--- config.mk ---
export PLATFORM = sky130hd
export DESIGN_NAME = intline_router
export DESIGN_NICKNAME = d
export VERILOG_FILES = /design/src/rtl/intline_router_pkg.sv /design/src/rtl/intline_swizzle.sv /design/src/rtl/intline_cfg_regs.sv /design/src/rtl/intline_or_matrix.sv /design/src/rtl/intline_router.sv
export SDC_FILE = /design/constraint.sdc
export NUM_CORES = 1
export LEC_CHECK = 0
export BUFFER_PORTS_ARGS = -buffer_cell sky130_fd_sc_hd__buf_2
export CAP_MARGIN = 20
export CORE_MARGIN = 2
export CORE_UTILIZATION = 45
export CTS_CLUSTER_SIZE = 20
export DETAILED_ROUTE_END_ITERATION = 6
export GPL_TIMING_DRIVEN = 1
export PLACE_DENSITY = 0.63
export SLEW_MARGIN = 20
export SYNTH_ARGS = -nofsm -noshare
export SYNTH_HDL_FRONTEND = slang
export SYNTH_SLANG_ARGS = --single-unit
--- constraint.sdc ---
create_clock -name clk -period 2.5 [get_ports clk]
set_clock_uncertainty 0.15 [all_clocks]
set_input_delay 0.125 -clock clk [delete_from_list [all_inputs] [get_ports clk]]
set_output_delay 0.125 -clock clk [all_outputs]
set_load 0.02 [all_outputs]
--- src/rtl/intline_router_pkg.sv ---
package intline_router_pkg;

   localparam logic [7:0] ROUTE_OFF_RST = 8'h80;
   localparam logic [7:0] CMD_RST       = 8'h07;
   localparam logic [7:0] STAT_HI_VAL   = 8'h02;
   localparam int         ROUTE_DIS_BIT = 7;
   localparam int         DEV_W         = 5;

endpackage

--- src/rtl/intline_swizzle.sv ---
module intline_swizzle #(
   parameter int N_LINES = 4,
   parameter int DEV_W   = 5,
   localparam int LINE_W = $clog2(N_LINES)
) (
   input  logic [DEV_W-1:0]  dev,
   input  logic [LINE_W-1:0] pin,
   output logic [LINE_W-1:0] line
);

   // rotation by slot: device 1 maps pins straight through
   always_comb begin
      line = pin + LINE_W'(dev) - LINE_W'(1);
   end

endmodule

--- src/rtl/intline_cfg_regs.sv ---
module intline_cfg_regs
   import intline_router_pkg::*;
#(
   parameter int             N_LINES      = 4,
   parameter int             N_OUTS       = 16,
   parameter int             ADDR_W       = 8,
   parameter logic [ADDR_W-1:0] ROUTE_BASE   = 8'h60,
   parameter logic [ADDR_W-1:0] CMD_ADDR     = 8'h04,
   parameter logic [ADDR_W-1:0] STAT_HI_ADDR = 8'h07,
   localparam int            TGT_W        = $clog2(N_OUTS)
) (
   input  logic                      clk,
   input  logic                      rst_n,
   input  logic                      we,
   input  logic [ADDR_W-1:0]         addr,
   input  logic [7:0]                wdata,
   output logic [7:0]                rdata,
   output logic [N_LINES-1:0]        route_en,
   output logic [N_LINES*TGT_W-1:0]  route_tgt
);

   logic [7:0] route_q [N_LINES];
   logic [7:0] cmd_q;

   for (genvar gi = 0; gi < N_LINES; gi++) begin : g_route
      localparam logic [ADDR_W-1:0] MY_ADDR = ROUTE_BASE + ADDR_W'(gi);

      always_ff @(posedge clk) begin
         if (!rst_n) begin
            route_q[gi] <= ROUTE_OFF_RST;
         end else if (we && addr == MY_ADDR) begin
            route_q[gi] <= wdata;
         end
      end

      assign route_en[gi]                   = ~route_q[gi][ROUTE_DIS_BIT];
      assign route_tgt[gi*TGT_W +: TGT_W]   = route_q[gi][TGT_W-1:0];
   end

   always_ff @(posedge clk) begin
      if (!rst_n) begin
         cmd_q <= CMD_RST;
      end else if (we && addr == CMD_ADDR) begin
         cmd_q <= wdata;
      end
   end

   always_comb begin
      rdata = '0;
      if (addr == CMD_ADDR) begin
         rdata = cmd_q;
      end
      if (addr == STAT_HI_ADDR) begin
         rdata = STAT_HI_VAL;
      end
      for (int li = 0; li < N_LINES; li++) begin
         if (addr == ROUTE_BASE + ADDR_W'(li)) begin
            rdata = route_q[li];
         end
      end
   end

endmodule

--- src/rtl/intline_or_matrix.sv ---
module intline_or_matrix #(
   parameter int N_LINES = 4,
   parameter int N_OUTS  = 16,
   localparam int TGT_W  = $clog2(N_OUTS)
) (
   input  logic [N_LINES-1:0]       lvl,
   input  logic [N_LINES-1:0]       route_en,
   input  logic [N_LINES*TGT_W-1:0] route_tgt,
   output logic [N_OUTS-1:0]        irq
);

   for (genvar go = 0; go < N_OUTS; go++) begin : g_out
      logic hit;
      always_comb begin
         hit = 1'b0;
         for (int li = 0; li < N_LINES; li++) begin
            if (route_en[li] && route_tgt[li*TGT_W +: TGT_W] == TGT_W'(go)) begin
               hit = hit | lvl[li];
            end
         end
      end
      assign irq[go] = hit;
   end

endmodule

--- src/rtl/intline_router.sv ---
module intline_router
   import intline_router_pkg::*;
#(
   parameter int N_LINES = 4,
   parameter int N_OUTS  = 16,
   parameter int ADDR_W  = 8,
   parameter logic [ADDR_W-1:0] ROUTE_BASE   = 8'h60,
   parameter logic [ADDR_W-1:0] CMD_ADDR     = 8'h04,
   parameter logic [ADDR_W-1:0] STAT_HI_ADDR = 8'h07,
   localparam int LINE_W = $clog2(N_LINES),
   localparam int TGT_W  = $clog2(N_OUTS)
) (
   input  logic              clk,
   input  logic              rst_n,
   input  logic              cfg_we,
   input  logic [ADDR_W-1:0] cfg_addr,
   input  logic [7:0]        cfg_wdata,
   output logic [7:0]        cfg_rdata,
   input  logic              evt_valid,
   input  logic [DEV_W-1:0]  evt_dev,
   input  logic [LINE_W-1:0] evt_pin,
   input  logic              evt_level,
   output logic [LINE_W-1:0] swz_line,
   output logic [N_OUTS-1:0] irq_out
);

   // elaboration checks on the parameter set
   if (N_LINES < 2 || N_LINES != (1 << LINE_W)) begin : g_bad_lines
      $error("N_LINES must be a power of two of at least 2");
   end
   if (N_OUTS < 2 || TGT_W > ROUTE_DIS_BIT) begin : g_bad_outs
      $error("N_OUTS must fit below the disable bit of a routing byte");
   end
   if (ADDR_W < 8) begin : g_bad_addr
      $error("ADDR_W must hold a byte offset");
   end

   logic [N_LINES-1:0]       lvl_q;
   logic [N_LINES-1:0]       route_en;
   logic [N_LINES*TGT_W-1:0] route_tgt;

   intline_swizzle #(
      .N_LINES (N_LINES),
      .DEV_W   (DEV_W)
   ) u_swz (
      .dev  (evt_dev),
      .pin  (evt_pin),
      .line (swz_line)
   );

   always_ff @(posedge clk) begin
      if (!rst_n) begin
         lvl_q <= '0;
      end else if (evt_valid) begin
         lvl_q[swz_line] <= evt_level;
      end
   end

   intline_cfg_regs #(
      .N_LINES      (N_LINES),
      .N_OUTS       (N_OUTS),
      .ADDR_W       (ADDR_W),
      .ROUTE_BASE   (ROUTE_BASE),
      .CMD_ADDR     (CMD_ADDR),
      .STAT_HI_ADDR (STAT_HI_ADDR)
   ) u_regs (
      .clk       (clk),
      .rst_n     (rst_n),
      .we        (cfg_we),
      .addr      (cfg_addr),
      .wdata     (cfg_wdata),
      .rdata     (cfg_rdata),
      .route_en  (route_en),
      .route_tgt (route_tgt)
   );

   intline_or_matrix #(
      .N_LINES (N_LINES),
      .N_OUTS  (N_OUTS)
   ) u_mtx (
      .lvl       (lvl_q),
      .route_en  (route_en),
      .route_tgt (route_tgt),
      .irq       (irq_out)
   );

endmodule

; ---- Word-level counts from Yosys, hierarchy flattened
; Memories as Yosys holds them, arrays and structs flattened.
; Cells that the tools add are included.
[classes]
add_sub_neg = 2
n_mul = 0
n_div = 0
n_lt_le_gt_ge = 2
n_eq_ne = 66
shifts = 0
muxes = 90
n_bitwise = 56
reduce_logical = 74
[op_table]
columns = cell, count
row1 = $eq 4x4->1 const B, 32
row2 = $mux 8, 10
row3 = $mux 1, 78
row4 = $logic_and 1x1->1, 70
row5 = $eq 4x3->1 const B, 16
row6 = $or 1x1->1, 52
row7 = $eq 4x2->1 const B, 8
row8 = $eq 8x7->1 const B, 4
row9 = $eq 4x1->1 const B, 4
row10 = $eq 8x3->1 const B, 2
row11 = $logic_not 4->1, 4
row12 = $bwmux 4, 1
row13 = $not 1->1, 4
row14 = $lt 2x3->1 const B, 1
row15 = $add 2x2->2, 1
row16 = $demux 1 s2, 1
row17 = $ge 2x1->1 const B, 1
row18 = $sub 2x1->2 const B, 1
[word_totals]
register_bits = 12
latch_bits = 0
ram_bits = 32
romBits = 0
in_bits = 28
out_inout_bits = 26
n_memories = 1
[mem_list]
columns = name, depth, width, rd, rd_ports_with_merged_regs, wr, line
row1 = u_regs.route_q, 4, 8, 4, 0, 4, intline_cfg_regs.sv:22  ; logic [7:0] route_q [N_LINES];

; ---- Longest topological paths before layout
; Gate-level depths: netlist (run 1).
[depth]
word_depth = 9
depth_mapped = 6
ltp_nobuf = 6

; ---- By module
; Synthesis (run 1) repeated with hierarchy kept, for this count alone.
[unflattened]
cells_unflattened = 319
hier_area_um2 = 3088.0
[by_module_without_submodules]
columns = mod, instances, cells_each, area_per_inst_um2, seq_area_each_um2
row1 = intline_cfg_regs, 1, 191, 2103.3, 1121.1
row2 = intline_or_matrix, 1, 106, 765.7, 0.0
row3 = intline_router, 1, 17, 171.4, 80.1
row4 = intline_swizzle, 1, 5, 47.5, 0.0

; ---- Worst setup path after synthesis (run 1)
; OpenSTA, ideal clock, no wires.
[synth_timing]
kind = input to register
startpoint = in cfg_addr[0]
endpoint = mem u_regs.route_q[0][0] (enable)
setup_time_ps = 387
arrival_ps = 1342
required_ps = 1963
path_slack_ps = 621
path_stages = 4
cell_sequence = buf_4 buf_2 nand2b_1 o31ai_1
[synth_lines]
columns = element, line
row1 = from (decl), intline_router.sv:16  ; input logic [ADDR_W-1:0] cfg_addr,
row2 = to (decl), intline_cfg_regs.sv:22

==> impl_metrics.py, run 1 <==
metrics = {
    "drt": {
        "route.detailed.vias_per_inst": 5.87,
        "detailedRoute.firstPassIterationCount": 4,
        "detail_route.wl_per_cell_um": 17.6,
        "remaining_antenna_violation_count_after_routing": 0,
        "drtIter0Drc": 160,
        "drt_drc_violations_left": 0,
        "drt_wl_total_um": 7100,
        "via_count_of_the_routed_design": 2370,
    },
    "cts": {
        "cts-root-buf": "clkbuf_8",
        "clk_pin_slew_ns": 0.09,
        "cts-hold-fix-buffers": 8,
        "deepest_clock_path_buffer_count": 2,
        "cts_resized": 0,
        "cts_buffers": 5,
        "htree_levels": 2,
        "cts_tree": "yes",
        "clock_latency_reported_for_the_late_side_of_the_worst_skew_pair_ns": 0.29,
        "cts.sink_count": 44,
        "post_cts.repair.setup_buffers": 0,
    },
    "yosys": {
        "synth_enable_flop_cells": 32,
        "synthArstFlopShare": 0,
        "post_synth_most_frequent_cells": "edfxtp_1 (32), and2_1 (29), nand2_1 (29), buf_4 (17), nand3_1 (16)",
        "synthSimpleGateAreaFrac": 0.274,
        "ys_seq_area_frac": 0.424,
        "yosys.area_share.adder": 0.00442,
        "muxShareOfSynthArea": 0.0584,
        "syn-instance-count": 282,
        "syn-mean-instance-area_um2": 10.0,
        "synth_top_flop_cell": "edfxtp_1",
        "synth-seq-cells": 44,
        "synth_top_family_by_area": "simple AND/OR/NAND/NOR gates",
        "synth.lib_cells_used.distinct": 55,
        "number_of_synthesis_warnings": 0,
        "ys_top_cells_by_area": "edfxtp_1 (34%), dfxtp_1 (8.5%), and2_1 (6.4%)",
        "syn-cell-area_um2": 2830,
        "synthMostInstantiatedCell": "edfxtp_1",
        "synth_compound_area_frac": 0.157,
        "post-synth-top-area-cell": "edfxtp_1",
        "yosys.area_share.xor_xnor": 0.00619,
        "synth_top_area_share": 0.340,
        "postSynthNetCount": 311,
    },
    "layout": {
        "fin_nets": 357,
        "num_antenna_cells": 0,
        "flow.area_growth_from_synthesis_pct": 14.1,
        "drive_above_1_share": 0.249,
        "number_of_inserted_filler_cells_in_the_final_layout": 554,
    },
    "floorplan": {
        "fp.dieH_um": 83.3,
        "initial_core_util": 0.472,
        "dieArea_um2": 6940,
        "num_rows": 28,
        "core_area_um2": 5990,
        "die_width_um": 83.3,
        "num_io_pins": 54,
    },
    "sta": {
        "worst_pin_slew_ns": 0.523,
        "maxSlewViolCount": 0,
        "finalCritPeriodShare": 0.883,
        "period_needed_ns": 2.21,
        "setup_tns_final_ns": 0,
        "final-setup-viol-count": 0,
        "final_hold_viol_count": 0,
        "achievable-frequency_ghz": 0.453,
        "unrepaired_setup_endpoints_after_global_routing": "no",
        "slew_headroom": 0.649,
    },
    "global_routing": {
        "grt_pass1_wl_um": 11400,
        "antenna_violations_before_repair": 0,
        "grt_start_max_net_pins": 20,
        "vias_in_the_first_global_route": 2234,
        "track_usage": 0.206,
        "global_route.overflow_total": 0,
    },
    "worst_setup_path": {
        "cp.required_ns": 2.23,
        "worst-endpoint-arrival_ns": 1.93,
        "timing.critical_path.to_type": "output port",
        "critPathMaxFanout": 4,
        "kind_of_critical_path": "reg -> out",
        "startpoint_type": "register",
    },
    "power": {
        "total_power_mw": 1.50,
        "ir_worst_vdd_uv": 361,
        "power.static_leakage_nw": 1.25,
        "cellPowerDensity_nw_per_um2": 463,
    },
    "status": {
        "outcome": "finished clean",
    },
    "placement": {
        "gpl.final_weighted_congestion": 0.895,
        "detailed_place_hpwl_um": 5420,
        "port_buffers": 50,
    },
    "job": {
        "maxCapViolCount": 0,
    },
    "min_path": {
        "hold_class": "in -> reg",
    },
}
[flip-flops by register name (all words and copies together), names as in the netlist]
register and cells:
lvl_q 4, u_regs.cmd_q 8, u_regs.route_q 32
[cell usage in the layout, fill, tap and decap left out, types with 2 or more instances in the layout]
master         instances
buf_2                 50
edfxtp_1              32
nand2_1               29
and2_1                29
nand3_1               16
o221ai_1              15
dfxtp_1               12
inv_1                 11
a22oi_1               10
nor2_1                 9
nand2b_1               9
dlygate4sd3_1          8
buf_4                  7
nor2b_1                6
clkbuf_8               6
o21ai_0                5
mux4_2                 5
a22o_1                 5
a21oi_1                4
a31oi_1                4
nor3b_1                3
and4b_1                3
nor3_1                 3
o31ai_1                3
a32oi_1                3
mux2i_1                3
a21boi_0               3
mux2_2                 2
nor3_4                 2
and3b_1                2
a211oi_1               2
or3_1                  2
o211ai_1               2
a21boi_1               2
[critical path, stage by stage (launching register included)]
cell	delay, ns
edfxtp_1	0.44
or3b_2	0.55
nor2_1	0.23
a22oi_1	0.13
o221ai_1	0.10
buf_2	0.20
[report_power, final]
part           total (mW)  switching [mW]  leakage, nW  internal (mW)
clock network       0.460           0.236       0.0445          0.225
logic               0.193           0.114        0.799         0.0791
registers           0.842          0.0313        0.403          0.811
[per-stage QoR]
| stage | util | cell area [µm²] | setup slack (ns) | instances | hold WS [ns] |
|---|---|---|---|---|---|
| after global placement | 0.510 | 3050 | 0.641 | 388 | 0.281 |
| after CTS | 0.539 | 3230 | 0.296 | 404 | 0.000267 |
| after floorplan | - | 2830 | 0.621 | 282 | 0.123 |
| final | 0.539 | 3230 | 0.291 | 404 | 0.0119 |
| after global routing | 0.539 | 3230 | 0.192 | 404 | 0.0105 |
| after detailed placement | 0.510 | 3050 | 0.638 | 388 | 0.284 |
[final timing paths]
path                          end  slack [ns]  cells after the start                  from
setup reg to reg         lvl_q[1]        1.68                      2              lvl_q[1]
setup / recovery       irq_out[2]        0.29                      5  u_regs.route_q[0][0]
hold reg to reg   u_regs.cmd_q[5]        0.31                      2       u_regs.cmd_q[5]
hold / removal    u_regs.cmd_q[2]        0.01                      3          cfg_wdata[2]
[metal layers]
layer,up-vias,wire length [µm],GRT usage
met1,1134,3240,0.280
li1,1142,-,-
met3,8,328,0.0437
met2,86,3470,0.334
met5,-,0,0
met4,0,66,0.0596
[logic make-up (layout without fill, tap and decap cells)]
group / Yosys count / after routing
simple gates: 129 / 129
compound gates: 59 / 59
flops: 44 / 44
buf+inv: 37 / 84
mux: 10 / 10
xor+xnor: 2 / 2
fa+ha+maj: 1 / 1
[final cells by class]
| class | instances | area [µm²] | area share |
|---|---|---|---|
| clock buffer | 7 | 86.3 | 0.0267 |
| tap | 75 | 93.8 | 0.0291 |
| timing repair buffer | 65 | 383 | 0.119 |
| sequential | 44 | 1200 | 0.372 |
| multi-input combinational | 201 | 1420 | 0.438 |
| inverter | 11 | 41.3 | 0.0128 |
| clock inverter | 1 | 7.51 | 0.00233 |
No activity file was read; power rests on OpenSTA's default activity.
==> inputs of run 2 (changes only) <==
CORE_UTILIZATION = 40   (was 45)
PLACE_DENSITY = 0.57   (was 0.63)
==> run 2 against run 1 <==
Against the previous run: worst setup slack worse by 0.0091 ns; critical endpoint is now irq_out[8]; non-clock buffer count rose by 1; largest power group unchanged; worst hold slack worse by 0.010 ns; highest routed layer unchanged; power grew 5.8%; core utilization down 5.9 points; critical path type unchanged; combinational power about the same; flip-flop and latch count stayed put.
==> impl_metrics.py, run 2 (synthesis gave the netlist of run 1 again) <==
metrics = {
    "status": {
        "outcome": "finished clean",
    },
    "placement": {
        "detailed_place_hpwl_um": 5410,
        "port_buffers": 50,
        "numPlacedInstances": 410,
        "gpl.final_weighted_congestion": 0.876,
    },
    "layout": {
        "fin_nets": 358,
        "mostFrequentLayoutCells": "buf_2 (50), edfxtp_1 (32), nand2_1 (29), and2_1 (29), nand3_1 (16)",
        "number_of_inserted_filler_cells_in_the_final_layout": 672,
        "drive_above_1_share": 0.252,
        "num_antenna_cells": 0,
        "multiInputGateArea_um2": 1420,
        "stdcell_count": 426,
        "reg.largest.list": "u_regs.route_q (32), u_regs.cmd_q (8), lvl_q (4)",
        "sequential_cell_area_um2": 1200,
        "most_common_cell_after_layout_fill_and_taps_aside": "buf_2",
        "flow.area_growth_from_synthesis_pct": 15.9,
        "largest-register": "u_regs.route_q",
        "largest_register_ffs": 32,
    },
    "drt": {
        "drt_wl_total_um": 7200,
        "drt_drc_violations_left": 0,
        "route.detailed.vias_per_inst": 5.51,
        "detail_route.wl_per_cell_um": 16.9,
        "drtIter0Drc": 163,
        "detailedRoute.firstPassIterationCount": 4,
        "via_count_of_the_routed_design": 2349,
        "remaining_antenna_violation_count_after_routing": 0,
    },
    "sta": {
        "final-setup-viol-count": 0,
        "finalCritPeriodShare": 0.887,
        "period_needed_ns": 2.22,
        "achievable-frequency_ghz": 0.451,
        "setup_tns_final_ns": 0,
        "final_hold_viol_count": 0,
        "slew_headroom": 0.522,
        "unrepaired_setup_endpoints_after_global_routing": "no",
        "maxSlewViolCount": 0,
        "worst_pin_slew_ns": 0.707,
    },
    "global_routing": {
        "grt_start_max_net_pins": 20,
        "grt_pass1_wl_um": 11400,
        "global_route.overflow_total": 0,
        "track_usage": 0.194,
        "vias_in_the_first_global_route": 2151,
        "antenna_violations_before_repair": 0,
    },
    "worst_setup_path": {
        "cp.required_ns": 2.23,
        "startpoint_type": "register",
        "critPathMaxFanout": 5,
        "timing.critical_path.to_type": "output port",
        "kind_of_critical_path": "reg -> out",
        "worst-endpoint-arrival_ns": 1.94,
        "slowest_stage": "nor4b_1",
        "critical_path.cell_chain": "nor4b_1 > a22oi_1 > o221ai_1 > buf_2",
        "cpPeakStageDelay_ns": 0.68,
    },
    "floorplan": {
        "num_rows": 30,
        "dieArea_um2": 7760,
        "die_width_um": 88.1,
        "initial_core_util": 0.414,
        "fp.dieH_um": 88.1,
        "num_io_pins": 54,
        "core_area_um2": 6830,
    },
    "cts": {
        "deepest_clock_path_buffer_count": 2,
        "cts_tree": "yes",
        "htree_levels": 2,
        "cts_resized": 0,
        "clock_latency_reported_for_the_late_side_of_the_worst_skew_pair_ns": 0.29,
        "clk_pin_slew_ns": 0.08,
        "cts-root-buf": "clkbuf_8",
        "cts.sink_count": 44,
        "cts_buffers": 5,
    },
    "power": {
        "power.static_leakage_nw": 1.26,
        "cellPowerDensity_nw_per_um2": 482,
        "ir_worst_vdd_uv": 260,
    },
    "min_path": {
        "hold_class": "in -> reg",
    },
    "job": {
        "maxCapViolCount": 0,
    },
}
==> run 2: changes by cell type in the layout (fill, tap and decap cells not counted), sizes merged <==
| cell | before | now |
|---|---|---|
| clkinv | 0 | 2 |
| buf | 57 | 58 |
| clkinvlp | 1 | 0 |
| bufinv | 0 | 1 |
| clkbuf | 7 | 5 |
==> run 2: what timing repair did <==
item / in CTS / in global routing
hold endpoints to repair: 8 / 0
hold buffers: 8 / 0
buffers inserted: 0 / 0
==> run 2: where the power goes <==
group | switching, mW | leakage [nW] | internal [mW]
clock | 0.250 | 0.0558 | 0.296
sequential | 0.0309 | 0.403 | 0.811
combinational | 0.113 | 0.803 | 0.0814
total | 0.394 | 1.26 | 1.19
==> run 2: final cells by class <==
cell class,instances,area share
Clock buffer,5,0.0210
Tap cell,96,0.0366
Multi-Input combinational cell,201,0.432
Sequential cell,44,0.366
Clock inverter,3,0.0130
Inverter,11,0.0126
Timing Repair Buffer,66,0.119
==> run 2: stage by stage <==
stage	hold slack (ns)	utilization	area (µm²)	setup WS, ns	power [mW]
floorplan	0.123	-	2830	0.621	0.965
global placement	0.286	0.452	3090	0.599	1.04
detailed placement	0.289	0.452	3090	0.621	1.04
CTS	0.000180	0.480	3280	0.288	1.59
global route	0.0265	0.480	3280	0.0907	1.65
finish	0.00174	0.480	3280	0.282	1.58
==> run 2: metal layers <==
| metal | global-route usage | part of all wire | vias to the layer above |
|---|---|---|---|
| li1 | - | - | 1144 |
| met1 | 0.268 | 0.45 | 1125 |
| met2 | 0.311 | 0.49 | 67 |
| met3 | 0.0405 | 0.044 | 13 |
| met4 | 0.0565 | 0.017 | 0 |
| met5 | 0 | 0 | - |
==> run 2: critical path, delay by kind of cell (launching register included) <==
family | cells | cell delay [ns]
AO/OA/AOI/OAI | 2 | 0.33
buffers and inverters | 1 | 0.20
flip-flops | 1 | 0.45
AND/OR/NAND/NOR | 1 | 0.68
==> run 2: path summary, 6_finish.rpt <==
check	end	depth (start not counted)	startpoint	slack, ns
min	u_regs.cmd_q[2]	3	cfg_wdata[2]	0.002
max reg2reg	lvl_q[1]	2	lvl_q[1]	1.68
min reg2reg	u_regs.cmd_q[5]	2	u_regs.cmd_q[5]	0.30
max	irq_out[8]	4	u_regs.route_q[3][1]	0.28
